### src/rtl/slice_cam_pkg.sv
package slice_cam_pkg;
  typedef enum logic [0:0] {ST_IDLE = 1'b0, ST_SCAN = 1'b1} scan_st_e;
endpackage

### src/rtl/slice_cam_mem.sv
// Transposed key store: word k holds nibble k of every entry.
module slice_cam_mem #(
  parameter int ENTRIES = 32,
  parameter int SLICE_W = 4,
  parameter int NSLICE  = 4,
  localparam int ROW_W  = ENTRIES * SLICE_W,
  localparam int AW     = $clog2(NSLICE),
  localparam int IW     = $clog2(ENTRIES)
) (
  input  logic                      clk,
  input  logic                      wr_en,
  input  logic [IW-1:0]             wr_idx,
  input  logic [NSLICE*SLICE_W-1:0] wr_word,
  input  logic                      rd_en,
  input  logic [AW-1:0]             rd_addr,
  output logic [ROW_W-1:0]          rd_row
);
  logic [ROW_W-1:0] rows_w [NSLICE];
  logic [ROW_W-1:0] rd_row_q;

  for (genvar k = 0; k < NSLICE; k++) begin : g_word
    logic [ROW_W-1:0] row_q;
    // Per-field write enable: only entry wr_idx's nibble changes.
    always_ff @(posedge clk) begin
      for (int e = 0; e < ENTRIES; e++) begin
        if (wr_en && (wr_idx == IW'(e))) begin
          row_q[e*SLICE_W +: SLICE_W] <= wr_word[k*SLICE_W +: SLICE_W];
        end
      end
    end
    assign rows_w[k] = row_q;
  end

  // One-cycle synchronous read.
  always_ff @(posedge clk) begin
    if (rd_en) begin
      rd_row_q <= rows_w[rd_addr];
    end
  end

  assign rd_row = rd_row_q;
endmodule

### src/rtl/slice_cam_match.sv
// Nibble compare across all entries, candidate narrowing, lowest-index pick.
module slice_cam_match #(
  parameter int ENTRIES = 32,
  parameter int SLICE_W = 4,
  localparam int IW     = $clog2(ENTRIES)
) (
  input  logic [ENTRIES*SLICE_W-1:0] row,
  input  logic [SLICE_W-1:0]         key_nib,
  input  logic [ENTRIES-1:0]         cand_in,
  output logic [ENTRIES-1:0]         cand_out,
  output logic                       any_left,
  output logic [IW-1:0]              first_idx
);
  logic [ENTRIES-1:0] eq;

  for (genvar e = 0; e < ENTRIES; e++) begin : g_cmp
    assign eq[e] = (row[e*SLICE_W +: SLICE_W] == key_nib);
  end

  assign cand_out = cand_in & eq;
  assign any_left = |cand_out;

  always_comb begin
    first_idx = '0;
    for (int e = ENTRIES - 1; e >= 0; e--) begin
      if (cand_out[e]) first_idx = IW'(e);
    end
  end

  // the chosen index is itself a surviving candidate.
  always_comb begin
    if (any_left) begin
      assert_pick_is_cand_R6: assert (cand_out[first_idx]);
    end
  end
endmodule

### src/rtl/slice_cam.sv
module slice_cam
  import slice_cam_pkg::*;
#(
  parameter int ENTRIES  = 32,
  parameter int KEY_W    = 16,
  parameter int SLICE_W  = 4,
  localparam int NSLICE  = KEY_W / SLICE_W,
  localparam int AW      = $clog2(NSLICE),
  localparam int IDX_W   = $clog2(ENTRIES),
  localparam int ROW_W   = ENTRIES * SLICE_W
) (
  input  logic             clk,
  input  logic             rst_n,
  input  logic             wr_en,
  input  logic             wr_inval,
  input  logic [IDX_W-1:0] wr_idx,
  input  logic [KEY_W-1:0] wr_key,
  input  logic             srch_start,
  input  logic [KEY_W-1:0] srch_key,
  output logic             busy,
  output logic             done,
  output logic             hit,
  output logic [IDX_W-1:0] hit_idx
);
  // Reset: asserted asynchronously, released on a clock edge.
  logic [1:0] rst_sync_q;
  logic       rst_n_s;

  always_ff @(posedge clk or negedge rst_n) begin
    if (!rst_n) rst_sync_q <= 2'b00;
    else        rst_sync_q <= {rst_sync_q[0], 1'b1};
  end
  assign rst_n_s = rst_sync_q[1];

  scan_st_e           st_q, st_d;
  logic [AW-1:0]      slice_q, slice_d;
  logic [KEY_W-1:0]   key_q, key_d;
  logic [ENTRIES-1:0] cand_q, cand_d;
  logic [ENTRIES-1:0] valid_q, valid_d;
  logic               done_q, done_d;
  logic               hit_q, hit_d;
  logic [IDX_W-1:0]   idx_q, idx_d;

  logic               scanning, accept_start, wr_ok, last_slice;
  logic               rd_en;
  logic [AW-1:0]      rd_addr;
  logic [ROW_W-1:0]   rd_row;
  logic [SLICE_W-1:0] key_nib;
  logic [ENTRIES-1:0] cand_nxt;
  logic               any_left;
  logic [IDX_W-1:0]   first_idx;

  assign scanning     = (st_q == ST_SCAN);
  assign accept_start = !scanning && srch_start;
  assign wr_ok        = wr_en && !scanning && !srch_start;
  assign last_slice   = (slice_q == AW'(NSLICE - 1));
  assign key_nib      = key_q[slice_q*SLICE_W +: SLICE_W];

  // Next word is fetched one cycle ahead of its evaluation.
  assign rd_en   = accept_start || (scanning && any_left && !last_slice);
  assign rd_addr = accept_start ? '0 : AW'(slice_q + 1'b1);

  slice_cam_mem #(
    .ENTRIES (ENTRIES),
    .SLICE_W (SLICE_W),
    .NSLICE  (NSLICE)
  ) mem_i (
    .clk     (clk),
    .wr_en   (wr_ok && !wr_inval),
    .wr_idx  (wr_idx),
    .wr_word (wr_key),
    .rd_en   (rd_en),
    .rd_addr (rd_addr),
    .rd_row  (rd_row)
  );

  slice_cam_match #(
    .ENTRIES (ENTRIES),
    .SLICE_W (SLICE_W)
  ) match_i (
    .row       (rd_row),
    .key_nib   (key_nib),
    .cand_in   (cand_q),
    .cand_out  (cand_nxt),
    .any_left  (any_left),
    .first_idx (first_idx)
  );

  always_comb begin
    st_d    = st_q;
    slice_d = slice_q;
    key_d   = key_q;
    cand_d  = cand_q;
    valid_d = valid_q;
    done_d  = 1'b0;
    hit_d   = hit_q;
    idx_d   = idx_q;

    if (accept_start) begin
      st_d    = ST_SCAN;
      slice_d = '0;
      key_d   = srch_key;
      cand_d  = valid_q;
    end

    if (scanning) begin
      cand_d = cand_nxt;
      if (!any_left) begin
        st_d   = ST_IDLE;
        done_d = 1'b1;
        hit_d  = 1'b0;
        idx_d  = '0;
      end else if (last_slice) begin
        st_d   = ST_IDLE;
        done_d = 1'b1;
        hit_d  = 1'b1;
        idx_d  = first_idx;
      end else begin
        slice_d = AW'(slice_q + 1'b1);
      end
    end

    if (wr_ok) begin
      valid_d[wr_idx] = !wr_inval;
    end
  end

  always_ff @(posedge clk or negedge rst_n_s) begin
    if (!rst_n_s) begin
      st_q    <= ST_IDLE;
      slice_q <= '0;
      key_q   <= '0;
      cand_q  <= '0;
      valid_q <= '0;
      done_q  <= 1'b0;
      hit_q   <= 1'b0;
      idx_q   <= '0;
    end else begin
      st_q    <= st_d;
      slice_q <= slice_d;
      key_q   <= key_d;
      cand_q  <= cand_d;
      valid_q <= valid_d;
      done_q  <= done_d;
      hit_q   <= hit_d;
      idx_q   <= idx_d;
    end
  end

  assign busy    = scanning;
  assign done    = done_q;
  assign hit     = hit_q;
  assign hit_idx = idx_q;

  assert_done_pulse_R7: assert property (@(posedge clk) disable iff (!rst_n_s)
    done |=> !done);

  assert_busy_ends_with_done_R7: assert property (@(posedge clk) disable iff (!rst_n_s)
    $fell(busy) |-> done);

  assert_early_miss_R4: assert property (@(posedge clk) disable iff (!rst_n_s)
    (busy && !any_left) |=> (done && !hit));

  assert_hit_on_valid_R6: assert property (@(posedge clk) disable iff (!rst_n_s)
    (done && hit) |-> valid_q[hit_idx]);

  assert_no_write_busy_R9: assert property (@(posedge clk) disable iff (!rst_n_s)
    busy |=> $stable(valid_q));

  assert_key_held_R10: assert property (@(posedge clk) disable iff (!rst_n_s)
    (busy && !done) |=> $stable(key_q));
endmodule

### config.mk
export PLATFORM = sky130hd
export DESIGN_NAME = slice_cam
export DESIGN_NICKNAME = d
export VERILOG_FILES = /design/src/rtl/slice_cam_pkg.sv /design/src/rtl/slice_cam_mem.sv /design/src/rtl/slice_cam_match.sv /design/src/rtl/slice_cam.sv
export SDC_FILE = /design/constraint.sdc
export NUM_CORES = 1
export LEC_CHECK = 0
export BUFFER_PORTS_ARGS = -buffer_cell sky130_fd_sc_hd__buf_2
export CORE_UTILIZATION = 40
export CTS_CLUSTER_DIAMETER = 40
export DETAILED_ROUTE_END_ITERATION = 10
export HOLD_SLACK_MARGIN = 0.1
export PLACE_DENSITY_LB_ADDON = 0.3
export SYNTH_ARGS = -nofsm -noshare
export SYNTH_HDL_FRONTEND = slang
export SYNTH_HIERARCHICAL = 1
export SYNTH_SLANG_ARGS = --single-unit
### constraint.sdc
create_clock -name clk -period 3.6 [get_ports clk]
set_input_delay 0 -clock clk [delete_from_list [all_inputs] [get_ports clk]]
set_output_delay 0 -clock clk [all_outputs]
set_load 0.05 [all_outputs]
# == Word level (Yosys, flattened, before mapping) ==
# Index checks and enable logic that the tools add are counted.
# op_classes
n_bitwise,2
add_sub_neg,1
shift,1
n_reduce_logical,48
multipliers,0
order_cmp,3
n_eq_ne,65
mux,56
n_div,0
# op_table
op,n
$bmux W128 S2,1
$mux W128,2
$mux W5,34
$eq A4 B4 Y1,32
$eq A5 B5 Y1 const B,16
$mux W32,2
$eq A5 B4 Y1 const B,8
$logic_and A1 B1 Y1,39
$and A32 B32 Y32,1
$bwmux W32,1
$reduce_or A32 Y1,1
$eq A5 B3 Y1 const B,4
$shiftx A16 B5 Y4,1
$eq A5 B2 Y1 const B,2
$mux W1,10
$mux W2,5
$lt A5 B6 Y1 const B,1
$demux W1 S5,1
$eq A5 B1 Y1 const B,1
$ge A5 B1 Y1 const B,1
$logic_not A5 Y1,1
$logic_not A1 Y1,4
$ge A3 B3 Y1 const B,1
$not A2 Y3,1
6 further kinds,6
# totals
output_inout_bits,8
n_memories,0
regBits,732
latchBits,0
ramBits,0
inputBits,42
romBits,0

# == Depth between registers and ports, before layout ==
# Gate-level depths: netlist of run 1.
# depth
word_depth,37
depth_mapped,16

# == Modules after synthesis ==
# Netlist of run 1, hierarchy kept.
# modules_own_cells
module,n_inst,cells_per_inst,area_each_um2,seq_area_each_um2
slice_cam_mem,1,843,22499.1,19218.4
slice_cam,1,360,4137.7,2302.2
slice_cam_match,1,281,2164.6,0.0

# == Worst setup path after synthesis of run 1 ==
# OpenSTA, ideal clock, no wires.
# synth_path
path_kind,reg2reg
from,reg slice_q[0]
to,"reg mem_i.rd_row_q[0] (netlist: mem_i/rd_row[0]), enable pin"
required_time_ps,2984
setup_ps,616
arrival_ps,8418
path_stages_with_launch,16
setup_slack_ps,-5434
period_less_slack_ps,9034
cell_sequence,dfrtp_1 > clkbuf_1 > mux4_2 > buf_4 > buf_6 > buf_6 > xor2_1 > nor4_1 > nor2_1 > nand3_1 > or2_1 > or2_1 > nand2b_1 > and2_1 > buf_2 > nor2_1
# synth_between
elab_chain_cells,7
# synth_rtl
item,line_no,rtl
from (decl),slice_cam.sv:36,"logic [AW-1:0] slice_q, slice_d;"
from (signal assigned),slice_cam.sv:140,slice_q <= slice_d;
$shiftx A16 B5 Y4,slice_cam.sv:57,assign key_nib = key_q[slice_q*SLICE_W +: SLICE_W];
net key_nib[3],slice_cam.sv:48,logic [SLICE_W-1:0] key_nib;
$eq A4 B4 Y1,slice_cam_match.sv:17,assign eq[e] = (row[e*SLICE_W +: SLICE_W] == key_nib);
$and A32 B32 Y32,slice_cam_match.sv:20,assign cand_out = cand_in & eq;
net cand_nxt[2],slice_cam.sv:49,logic [ENTRIES-1:0] cand_nxt;
$reduce_or A32 Y1,slice_cam_match.sv:21,assign any_left = |cand_out;
net any_left,slice_cam.sv:50,logic any_left;
$logic_and A1 B1 Y1 (2 in series),slice_cam.sv:60,assign rd_en = accept_start || (scanning && any_left && !last_slice);
$logic_or A1 B1 Y1,slice_cam.sv:60,
net rd_en,slice_cam.sv:45,logic rd_en;
to (signal assigned),slice_cam_mem.sv:37,rd_row_q <= rows_w[rd_addr];
to (decl),slice_cam_mem.sv:19,logic [ROW_W-1:0] rd_row_q;
# The timed path passes the listed nets, and every way through them passes these cells.
# A chain may end at the register's enable or synchronous reset.

# == Final worst setup path of run 1 ==
# layout_path
from,reg slice_q[0]
to,"reg mem_i.rd_row_q[67] (netlist: mem_i/rd_row[67]), enable pin"
# The elaborated chain is that of the path after synthesis.

==> run summary, run 1 <==
The run finished, with violations left. The final reports fail on setup timing. Core footprint: 71,400 um^2. For this run, the detailed router's first-pass iteration total came to 5.

The path class of the tightest hold or removal check is input pin to flop. Of the total power, registers draw 36.2%. Summed over all failing endpoints, the final setup total negative slack is -12.31 ns.

The later pin in the worst-skew pair is clocked with a latency of 0.65 ns. The Yosys step of the flow raised 6 warnings. Dividing total power by cell area gives a power density of 902 nW/um^2. For this design, the slowest cell found on the critical path is mux4_2. Number of antenna violations at the first check in global routing: 3. Endpoint class of the critical path: a flop.

Relative to the synthesized area, the layout overhead comes to 24.5%. Via-per-instance ratio: 5.34. Global routing used 19.0% of the available tracks. The starting DRC count in detailed routing is 1,401. Summing the sequential cell areas from Yosys gives 74.7% of the chip area. Cell occurring most often along the worst timing path: buf_12.

The remaining global-route overflow came out at 0. The number of nets produced by synthesis is 1,527, and the overall die height is 270 um. The synthesized design devotes to its leading area cell type 66.7% of total area. The critical path contains buffers and inverters numbering 6 combined. Most common flop cell mapped by yosys: edfxtp_1. For the required time of the worst setup path, the log shows 4.01 ns.

In this design, the stage delay of the slowest critical-path cell is 0.63 ns. The layout cell share with drive strength beyond 1 is 33.4%, and the count of different cell masters after synthesis is 58. The worst setup slack after layout is -0.139 ns, and the synthesized area divided by synthesized cell count is 19.4 um^2. The clock tree synthesis step divided the H-tree into 3 levels.

The width of the die was 270 um. The synthesized netlist occupies a cell area of 28,800 um^2. Counting flops with a built-in enable in the synthesized netlist gives 640. The final period utilization was 104%. Among cell families on the critical path, the largest total delay comes from simple AND/OR/NAND/NOR gates. In this run the power spent charging and discharging nets is 9.81 mW.

VDD sags by at most 0.572 mV. Routed via count: 14.9k. In the final routed layout, each cell accounts on average for 24.9 um. The area of the multi-input gates was 7060 um^2.

Entering global routing, the biggest net connects 54 pins. The maximum fanout along the worst path was 7; the fill cell total of the finished layout was 5,728. Per report_power, the combinational group accounts for 31.7% of the total. Setup repair after global routing could not meet its margin everywhere. The area of the die is 73,100 um^2, and the post-route clock skew is 0.0171 ns.

The total wire length is 69.6 mm. Sorting the synthesized cells by how often they occur yields 640 x edfxtp_1, 132 x mux4_2, 96 x xor2_1. The clock drives 732 sinks. Across the whole layout, storage elements account for 21,500 um^2. The run gives 15.2k as the number of global-route vias before repair. In this run the tool buffered the top-level ports with 49 buffer cells. STA puts the critical path data arrival time at 4.14 ns. The most instantiated library cell after synthesis is edfxtp_1. Row generation in the floorplan step produced 98 rows.

The design draws 32.3 mW. For the wire length of the first global-routing pass, the log shows 102 mm. The detail route stage leaves a number of antenna-violating nets equal to 0. Timing would allow up to 267 MHz.

The total internal power was 22.5 mW; the maximum clock path buffer count was 3. Summed over all cells, the static leakage comes to 12.5 nW. The synthesized netlist cell count came out at 1,484.

In this run, CTS created clock tree buffers numbering 100. Clock-pin slew was measured on the worst setup and hold paths at 0.06 ns. The net switching share of the total power works out to 30.3%.

TritonCTS built the clock tree. Of all flip-flops after synthesis, the portion carrying an async set or reset was 12.6%. After detailed routing, the number of remaining DRC violations is 0. The number of pins with negative max-slew slack in the final report is 0, and the initial standard-cell utilization of the core is 40.4%.

The synthesized flop and latch total is 732. Of the total power, the clock network draws 32.1%. The critical path goes through mux4_2 -> buf_12 -> clkbuf_16 -> xor2_2 -> nor4_2 -> nor4_2 -> buf_4 -> nand3_4 -> nand3b_1 -> or2_4 -> nand2b_4 -> and2_4 -> nor2_4 -> buf_12 -> buf_12 -> clkbuf_16. After layout, the minimum clock period comes to 3.74 ns.

The kind of critical path is flop to flop. The final layout contains 1,805 nets. The HPWL after detailed placement is 37.9 mm. Measured on the finished design, the core utilization comes to 50.3%. The worst pin sits at a relative slew slack of 25.2%.

For the pin with the worst max-slew slack, the measured transition is 1.12 ns. The tool flagged a number of max-cap violations equal to 0. Setup violations remaining at the end of the flow were counted as 129. The run gives 0 as the hold violation total from the final report. Routability-driven placement finished with a final weighted congestion of 0.855. The most area-hungry cell type in the Yosys netlist is edfxtp_1. STA classifies the critical path startpoint as a flop.

The number of top-level pins is 50. The cell sitting at the root of the clock tree is a clkbuf_16. By area the synthesized netlist is led by edfxtp_1 67%, mux4_2 10%, dfrtp_1 8.0%.
## state kept, by name, indices dropped and copies added (netlist names)
name,count
key_q,16
rst_sync_q,2
hit_idx,5
mem_i/g_word.row_q,512
mem_i/rd_row,128
valid_q,32
hit,1
cand_q,32
slice_q,2
done,1
busy,1
## what timing repair did
item / 4_1_cts / 5_1_grt
cloned: 6 / 9
pin swaps: 2 / 7
setup endpoints to repair: 134 / 135
setup buffers: 17 / 10
resized for setup: 29 / 31
hold buffers: 40 / 0
hold endpoints to repair: 84 / 0
## metrics by stage
stage | area (um^2) | hold slack [ns] | setup slack (ns) | std cells
2_1_floorplan | 28900 | -0.296 | -1.44 | 1484
3_3_place_gp | 31000 | -0.215 | -0.151 | 2533
3_5_place_dp | 31000 | -0.214 | -0.189 | 2533
4_1_cts | 35400 | 0.101 | -0.0306 | 2778
5_1_grt | 35900 | 0.111 | -0.229 | 2797
6_report | 35900 | 0.110 | -0.139 | 2797
## worst paths after layout
kind / slack [ns] / cells past startpoint / end / startpoint
max reg2reg: -0.14 / 16 / mem_i/rd_row[67] / slice_q[0]
min: 0.11 / 1 / mem_i/g_word[1].row_q[59] / wr_key[7]
max in group asynchronous: 2.51 / 1 / valid_q[31] / rst_sync_q[1]
min in group asynchronous: 0.21 / 3 / rst_sync_q[1] / rst_n
max: -0.14 / 16 / mem_i/rd_row[67] / slice_q[0]
min reg2reg: 0.27 / 0 / cand_q[5] / rst_sync_q[1]
## logic make-up (layout without fill, tap and decap cells)
| kind of cell | after synthesis | after routing | synth area share, % |
|---|---|---|---|
| AOI/OAI and AO/OA | 107 | 107 | 2.13 |
| DFF | 732 | 732 | 74.7 |
| other | 1 | 2 | 0.0130 |
| buffers and inverters | 99 | 461 | 2.02 |
| muxes | 190 | 190 | 12.4 |
| adders and majority gates | 1 | 1 | 0.0434 |
| xor gates and xnor gates | 129 | 129 | 3.92 |
| and+or+nand+nor | 225 | 225 | 4.73 |
## power groups by stage
stage / registers [mW] / logic [mW] / clock network [mW]
6_report: 11.7 / 10.2 / 10.4
2_1_floorplan: 11.7 / 5.47 / 0
3_5_place_dp: 11.8 / 7.81 / 0
5_1_grt: 11.8 / 10.9 / 10.9
3_3_place_gp: 11.8 / 7.74 / 0
4_1_cts: 11.7 / 9.13 / 10.5
## layer usage
layer | global-route usage [%] | wire [um] | vias up
met2 | 28.6 | 32100 | 524
met3 | 3.69 | 4560 | 130
li1 | - | - | 6448
met4 | 5.28 | 1610 | 2
met1 | 28.1 | 31300 | 7826
met5 | 0 | 13 | -
## cell usage in the layout, fill, tap and decap left out, types with 7 or more instances in the layout
cell type      instances
nor4_4                12
buf_12                19
dlygate4sd3_1         40
nand4_1                7
mux2_2                16
nor2_1                52
edfxtp_1             640
mux4_2               132
a21oi_1               23
nor4_2                21
buf_16                 7
inv_6                 22
bufinv_16             17
mux2i_1               40
buf_4                126
clkinv_4              11
xnor2_1               32
clkinv_2              11
dfrtp_1               89
a31oi_1               21
nand2_1               72
o21ai_0               45
clkbuf_16            110
clkinv_1               8
buf_2                 49
xor2_1                79
clkinvlp_4             7
xor2_2                16
inv_1                 16
## layout make-up
class                   count  share of cell area [%]
diodes                      1                 0.00698
clock buffers             107                    7.23
clock inverters            79                    2.73
inverters                  19                   0.199
multi-input cells         653                    19.7
flip-flops and latches    732                    60.0
well taps                 950                    3.31
repair buffers            256                    6.80
Note: power is estimated with default switching activity, not from simulation.
==> run 2, diff against run 1 <==
- CTS_BUF_LIST: unset -> sky130_fd_sc_hd__clkbuf_4 sky130_fd_sc_hd__clkbuf_8
- SYNTH_HIERARCHICAL: 1 -> unset
- clock period: 3.6 -> 4.56 ns (I/O delays scaled with it)
==> run 2 against run 1 <==
The flow now finishes without violations. Critical endpoint is now mem_i.rd_row[11]. First-iteration DRC count grew 5.6%. Die area grew 2.2%. Count of clock-buffer cells in the layout grew 74.
==> run summary, run 2 <==
The tools report the reg-to-reg startpoint as slice_q[0]. TritonCTS built the clock tree. Summed over all instances, the cell type with the most area after synthesis is edfxtp_1. The data arrival at the endpoint of the critical path is 4.71 ns, and the maximum fanout along the worst path is 128. The total area inside the core boundary comes to 72,800 um^2. Tracing the worst setup path back leads to its startpoint at slice_q[0]. For the area occupied by registers, the log shows 21,500 um^2. For flop-to-flop paths, the worst setup slack is 0.13 ns. Summing the sequential cell areas from Yosys gives 73.1% of the chip area.

The total negative slack is 0 ns. In this run the biggest area consumer among cell types represents 65.3% of the synthesized area. For the worst setup path, the data required time is 4.84 ns.

The met2 routed wirelength was 33.0 mm; the final period utilization was 97.2%. The relative area change from synthesis to final layout was 15.8%. For the worst flop-to-flop path, the logic depth is 11. The total wire length came out at 72.6 mm. Yosys printed 0 warnings. Capture point of the critical path: mem_i.rd_row[11]. Counting every net in the synthesized netlist gives 2,115. Dividing the detail-routed via count by the number of cells gives 5.34.

The total overflow left after global routing is 0. Synthesis inferred 732 register bits. The register with the most flip-flops in the layout has 512 of them. The synthesized netlist occupies a cell area of 29,400 um^2. The register bank with the most flops is mem_i.g_word.row_q.

For the overall fraction of global-route tracks in use, the log shows 19.7%. The run gives 40.4% as the initial standard-cell utilization of the core. Once placement completed, the tool counted placed cells totaling 3,011. The synthesized netlist contains 60 unique library cells. Synthesis produced 2,072 cells. The tools report the count of cells resized by post-cts repair as 0. The highest layer touched by signal routing is met5.

Width of the die: 273 um. For the fill cell total of the finished layout, the log shows 6,331. The worst pin sits at a relative slew slack of 28.2%. The iteration count of the initial detailed-routing pass was 6. Commonest non-fill, non-tap cell in the layout: edfxtp_1. After detailed routing, the number of remaining DRC violations is 0.

The number of antenna violations at the first check in global routing was 4. The final weighted congestion in routability-driven placement was 0.875; the wire length on met1 was 33.0 mm. After the last flow step, the layout net total stands at 2,285. In this run the remaining antenna-violating nets after routing total 0. The overall power consumption was 20.7 mW. The clock transition time at the flip-flop clock pins of the worst setup and hold paths is 0.06 ns.

The count of buffers added on input and output ports is 49. The floorplan step defined a die boundary enclosing 74,700 um^2. The kind of critical path is flop to flop.

The tools report the reg-to-reg critical path endpoint as mem_i.rd_row[11]. The run gives 0.310 ns as the worst hold slack. The path class of the tightest hold or removal check is flop to asynchronous set/reset pin. The flow ran to the end, and the final reports show no timing, DRC or antenna violations. The static leakage power was 11.8 nW; the routed wire length per instance was 22.0 um. Entering global routing, the biggest net connects 129 pins. The synthesized design contains 640 enable-type register cells. The number of pins with negative max-slew slack in the final report is 0, and the synthesized area divided by synthesized cell count is 14.2 um^2. After synthesis, the share of flip-flops with an asynchronous set or reset is 12.6%.

The run gives 0 as the final setup violation count. Number of global-route vias before repair: 17.6k. The critical path startpoint category was a flop.

Summing all non-filler instances in the final layout gives an area of 34,100 um^2. After detailed routing, the met3 layer carries 4.79 mm of wire. The maximum resistive drop on vdd is 0.577 mV. After detailed placement, the total cell area comes to 30,900 um^2.

For this design, the sink count on the clock tree is 732. By count the netlist is led by 640 x edfxtp_1, 362 x nand2_1, 155 x a31oi_1. For this block, the via count after detailed routing is 17.6k.

The first routing iteration left 1,480 violations. The logs give 3 for the total number of H-tree levels and 3,299 for the non-filler instance count after layout. The tool flagged a number of max-cap violations equal to 0. The first global-routing pass estimated 110 mm of wire. For the post-route clock skew, the log shows 0.0373 ns. At the pin with the least slew margin, the transition time is 1.08 ns. The die is 273 um tall. Ranked by total cell area, the synthesized netlist is headed by edfxtp_1 65%, dfrtp_1 7.8%, nand2_1 4.6%. The tools report the number of CTS-inserted buffers as 119. Counting I/O delays and the setup requirement, the final critical path takes 4.43 ns. After floorplanning, the core was divided into 99 placement rows. Leaving out fill and tap cells, the most frequent cells in the layout are 640 x edfxtp_1, 360 x nand2_1, 155 x a31oi_1. The most instantiated library cell after synthesis was edfxtp_1. The post-CTS setup-driven buffer insertion count is 0, and the area of the multi-input gates is 7300 um^2. After legalization and detailed placement, the total HPWL measured 40.0 mm. Power spread over the standard cell area amounts to 607 nW/um^2. The hold violation total from the final report is 0.

The top achievable clock speed was 226 MHz. The clock passes through at most 3 buffers. Clock latency on the worst-skew pair, taken at its later pin, is 0.73 ns. Layout cell share with drive strength beyond 1: 15.8%. The tools report the endpoint class of the critical path as a flop. Setup repair after global routing left no endpoint under its margin. The clock root buffer master is clkbuf_8. In the synthesized netlist the dominant register cell turns out to be edfxtp_1. The number of top-level pins is 50.
## run 2: worst max-delay path, stage by stage, from the launching register on
cell     delay, ns
dfrtp_4       0.47
mux4_2        0.54
buf_4         0.36
xnor2_1       0.20
and3_1        0.23
and3_1        0.21
nor4_1        0.61
nand4_1       0.27
nor2_2        0.21
or3b_1        0.34
nand2_8       0.07
buf_12        0.21
## run 2: timing repair
item / in CTS / in global routing
hold endpoints to repair: 581 / 0
hold buffers: 69 / 0
endpoints found under the setup margin: 0 / 0
## run 2: cell families (layout without fill, tap and decap cells)
kind of cell               after synthesis  in the layout  share of synthesized area, %
other                                    1              2                        0.0127
and+or+nand+nor                        647            647                          10.8
xor gates and xnor gates               128            128                          3.86
DFF                                    732            732                          73.1
AOI/OAI and AO/OA                      380            380                          8.43
adders and majority gates                1              1                        0.0425
muxes                                   39             39                          1.50
buffers and inverters                  144            411                          2.22
## run 2: per-stage QoR
stage               utilization (%)  setup slack, ns
floorplan                         -            0.648
detailed placement             42.4            0.306
global placement               42.4            0.397
CTS                            46.8            0.320
global route                   46.8            0.109
finish                         46.8            0.126
## run 2: power by group
group	total, mW	switching [mW]	leakage [nW]	internal [mW]
registers	9.15	0.560	7.04	8.59
logic	5.67	3.77	3.40	1.89
clock network	5.86	2.53	1.32	3.33
total	20.7	6.86	11.8	13.8
## run 2: how the worst min path moves through the flow
stage	start	endpoint	slack (ns)	depth (start not counted)
finish	rst_sync_q[1]	hit_idx[4]	0.31	0
global route	srch_start	cand_q[27]	0.36	4
CTS	rst_sync_q[1]	hit_idx[0]	0.32	0
detailed placement	rst_n	rst_sync_q[0]	-0.21	1
global placement	rst_n	rst_sync_q[0]	-0.21	1
floorplan	rst_n	rst_sync_q[0]	-0.30	0
## run 2: cell type report
cell class	count	area share, %
multi-input combinational	1196	21.4
tap	959	3.52
clock inverter	37	0.995
antenna	1	0.00734
inverter	7	0.0771
timing repair buffer	186	4.50
clock buffer	181	6.30
sequential	732	63.2
## run 2: per-layer routing
metal,vias to the layer above,GRT usage (%)
met5,-,0
met4,6,6.10
met3,130,4.45
met2,555,30.2
met1,8910,27.9
li1,8030,-
==> run 3, diff against run 2 <==
- SYNTH_HIERARCHICAL: unset -> 1
==> run 3 against run 2 <==
Sequential share of layout area is 0.99 points higher. Count of clock-buffer cells in the layout decreased by 27. Via count shrank 17%. Worst setup slack gained 0.19 ns. Worst hold slack improved by 0.052 ns. Design area is 1.6% lower. Wire length down 11%. Highest routed layer is now met4.
==> run summary, run 3 (synthesis gave the netlist of run 1 again) <==
In this run the tool buffered the top-level ports with 49 buffer cells. For the overall fraction of global-route tracks in use, the log shows 18.0%. For the total wire length, the log shows 64.9 mm.

Across the VDD grid, the largest voltage drop is 0.766 mV. Standard cell with the maximum stage delay on the critical path: mux4_2. Leaving out fill and tap cells, the most frequent cells in the layout are 640 x edfxtp_1, 132 x mux4_2, 120 x clkbuf_8.

The maximum number of pins on one net before global-route repair was 81; the overall die height was 270 um. Ranked by flip-flop count, first place goes to mem_i/g_word.row_q. STA classifies the critical path startpoint as a flop.

The net count of the finished layout is 1,767. Across the run, the number of max-cap violations was 0. At the placement stage, the worst setup path has a slack of 0.171 ns. In this run the worst path has a maximum fanout of 60. The transition at the pin with the smallest max-transition slack works out to 1.31 ns. Hold violation total from the final report: 0. For the non-filler instance count after layout, the log shows 2,763. The area of the die came out at 73,100 um^2. In this design, the largest share of critical-path delay is due to simple AND/OR/NAND/NOR gates.

Row generation in the floorplan step produced 98 rows. The logs give 0 for the remaining global-route overflow and 1,259 for the starting DRC count in detailed routing. The number of CTS-inserted buffers is 117, and the peak per-stage delay on the critical path is 0.67 ns. In the final layout, the multi-input gates occupy 6810 um^2.

Data arrival at the endpoint of the critical path: 4.61 ns. The clock net in this run drives a total of 732 sinks. The path class of the tightest hold or removal check is flop to flop. Detailed placement ended at an HPWL of 36.7 mm.

The area occupied by registers is 21,500 um^2. Final design utilization: 47.0%. The tools report the required time of the worst setup path as 4.92 ns.

For this configuration, the core starts out at a cell density of 40.4%. For the finished layout, the period the worst path requires is 4.25 ns. Of the available clock period, the critical path in the final layout requires 93.1%.

After detailed routing, the average wire length per cell comes to 23.5 um. At the end of routability-driven placement, the weighted congestion stood at 0.865. Walking the worst path, the cells encountered are mux4_2 -> buf_4 -> xor2_1 -> nor4_2 -> nor4_1 -> nand3_1 -> nand3b_1 -> or2_4 -> nand2b_4 -> and2_4 -> nor2_4 -> buf_6. Once detail routing completed, the nets flagged for antenna violations numbered 0. Kind of critical path: flop to flop.

The H-tree was split into 3 levels. STA classifies the critical path endpoint as a flop. For the fill cell total of the finished layout, the log shows 6,077.

For the final database, setup skew stands at 0.0437 ns. The worst setup slack after layout was 0.313 ns; the total instance count after detailed placement was 2,473. The iteration count of the initial detailed-routing pass is 7.

Wire length of the first global-routing pass: 97.3 mm. The core region is 71,400 um^2. In this run the tightest slew margin relative to its limit is 12.3%. Clock-pin slew was measured on the worst setup and hold paths at 0.07 ns.

For the post-CTS setup-driven buffer insertion count, the log shows 0. The commonest non-fill, non-tap cell in the layout was edfxtp_1. The number of antenna violations at the first check in global routing was 1. The number of pins with negative max-slew slack in the final report was 0; the relative area change from synthesis to final layout was 16.5%. The power density over the cells works out to 608 nW/um^2. The count of buffer and inverter cells on the critical path is 2.

TritonCTS built the clock tree. In the final layout, the share of cells above drive strength 1 is 27.5%. The number of global-route vias before repair was 15.1k. For the insertion delay to the later sink of the worst-skew pair, the log shows 0.73 ns.

The flow ran to the end, and the final reports show no timing, DRC or antenna violations. Static leakage power: 11.4 nW. The flip-flop count of the largest register, all copies and words added is 512. In the routed layout, each cell is associated on average with a via count of 5.26. The width of the die works out to 270 um. The tools report the final setup violation count as 0. 50 I/O pins were placed. The root buffer cell chosen for the clock tree is clkbuf_8.

The design draws 20.4 mW. The tools report the maximum clock path buffer count as 3. Summed over all failing endpoints, the final setup total negative slack is 0 ns.

Setup repair after global routing left no endpoint under its margin. For this block, the via count after detailed routing is 14.5k. After detailed routing, the number of remaining DRC violations is 0. The top achievable clock speed is 235 MHz.
==> run 3: changes by cell type in the layout (fill, tap and decap cells not counted), sizes merged, moves of 38 or more <==
| cell | before | now |
|---|---|---|
| nor2b | 133 | 5 |
| mux4 | 4 | 132 |
| a211oi | 130 | 1 |
| nand2 | 362 | 73 |
| a31oi | 155 | 21 |
| xor2 | 58 | 96 |
==> run 3: final cells by class <==
cell class / instances / area share, %
diodes: 1 / 0.00746
clock buffers: 154 / 5.68
inverters: 19 / 0.213
clock inverters: 53 / 1.06
multi-input cells: 653 / 20.3
repair buffers: 201 / 5.02
flip-flops and latches: 732 / 64.2
well taps: 950 / 3.54
==> run 3: worst paths after layout <==
kind,slack (ns),endpoint,from,cells past startpoint
max in group asynchronous,3.17,cand_q[17],rst_sync_q[1],1
hold reg to reg,0.36,rst_sync_q[1],rst_sync_q[0],0
hold / removal,0.36,rst_sync_q[1],rst_sync_q[0],0
setup / recovery,0.31,mem_i/rd_row[40],slice_q[0],12
setup reg to reg,0.31,mem_i/rd_row[40],slice_q[0],12
min in group asynchronous,0.38,key_q[6],rst_sync_q[1],0
==> run 3: what timing repair did <==
action                                  CTS  global route
resized for setup                         0             1
endpoints found under the setup margin    0            60
hold buffers                             82             0
hold endpoints to repair                590             0
==> run 3: metal layers <==
layer	wire, um	part of all wire (%)	GRT usage [%]	vias to the layer above
met2	30800	47	28.2	452
met1	29500	46	25.8	7636
met3	3330	5.1	3.49	98
li1	-	-	-	6360
met5	0	0	0	-
met4	1260	1.9	5.00	0
==> run 3: worst reg2reg max path, cell delays in order, from the launching register on <==
cell	delay (ns)
dfrtp_1	0.63
mux4_2	0.67
buf_4	0.28
xor2_1	0.23
nor4_2	0.43
nor4_1	0.14
nand3_1	0.22
nand3b_1	0.16
or2_4	0.18
nand2b_4	0.07
and2_4	0.19
nor2_4	0.16
buf_6	0.45
==> run 3: per-stage QoR <==
step / instance area (um^2) / hold slack (ns)
final: 33500 / 0.361
after global routing: 33500 / 0.383
after CTS: 33500 / 0.349
after detailed placement: 30500 / -0.210
after global placement: 30500 / -0.215
after floorplan: 28900 / -0.296
==> run 3: power by group <==
part	total, mW	switching, mW	internal (mW)
Clock	5.43	2.49	2.94
Combinational	5.74	3.37	2.36
Sequential	9.24	0.534	8.70
Total	20.4	6.40	14.0
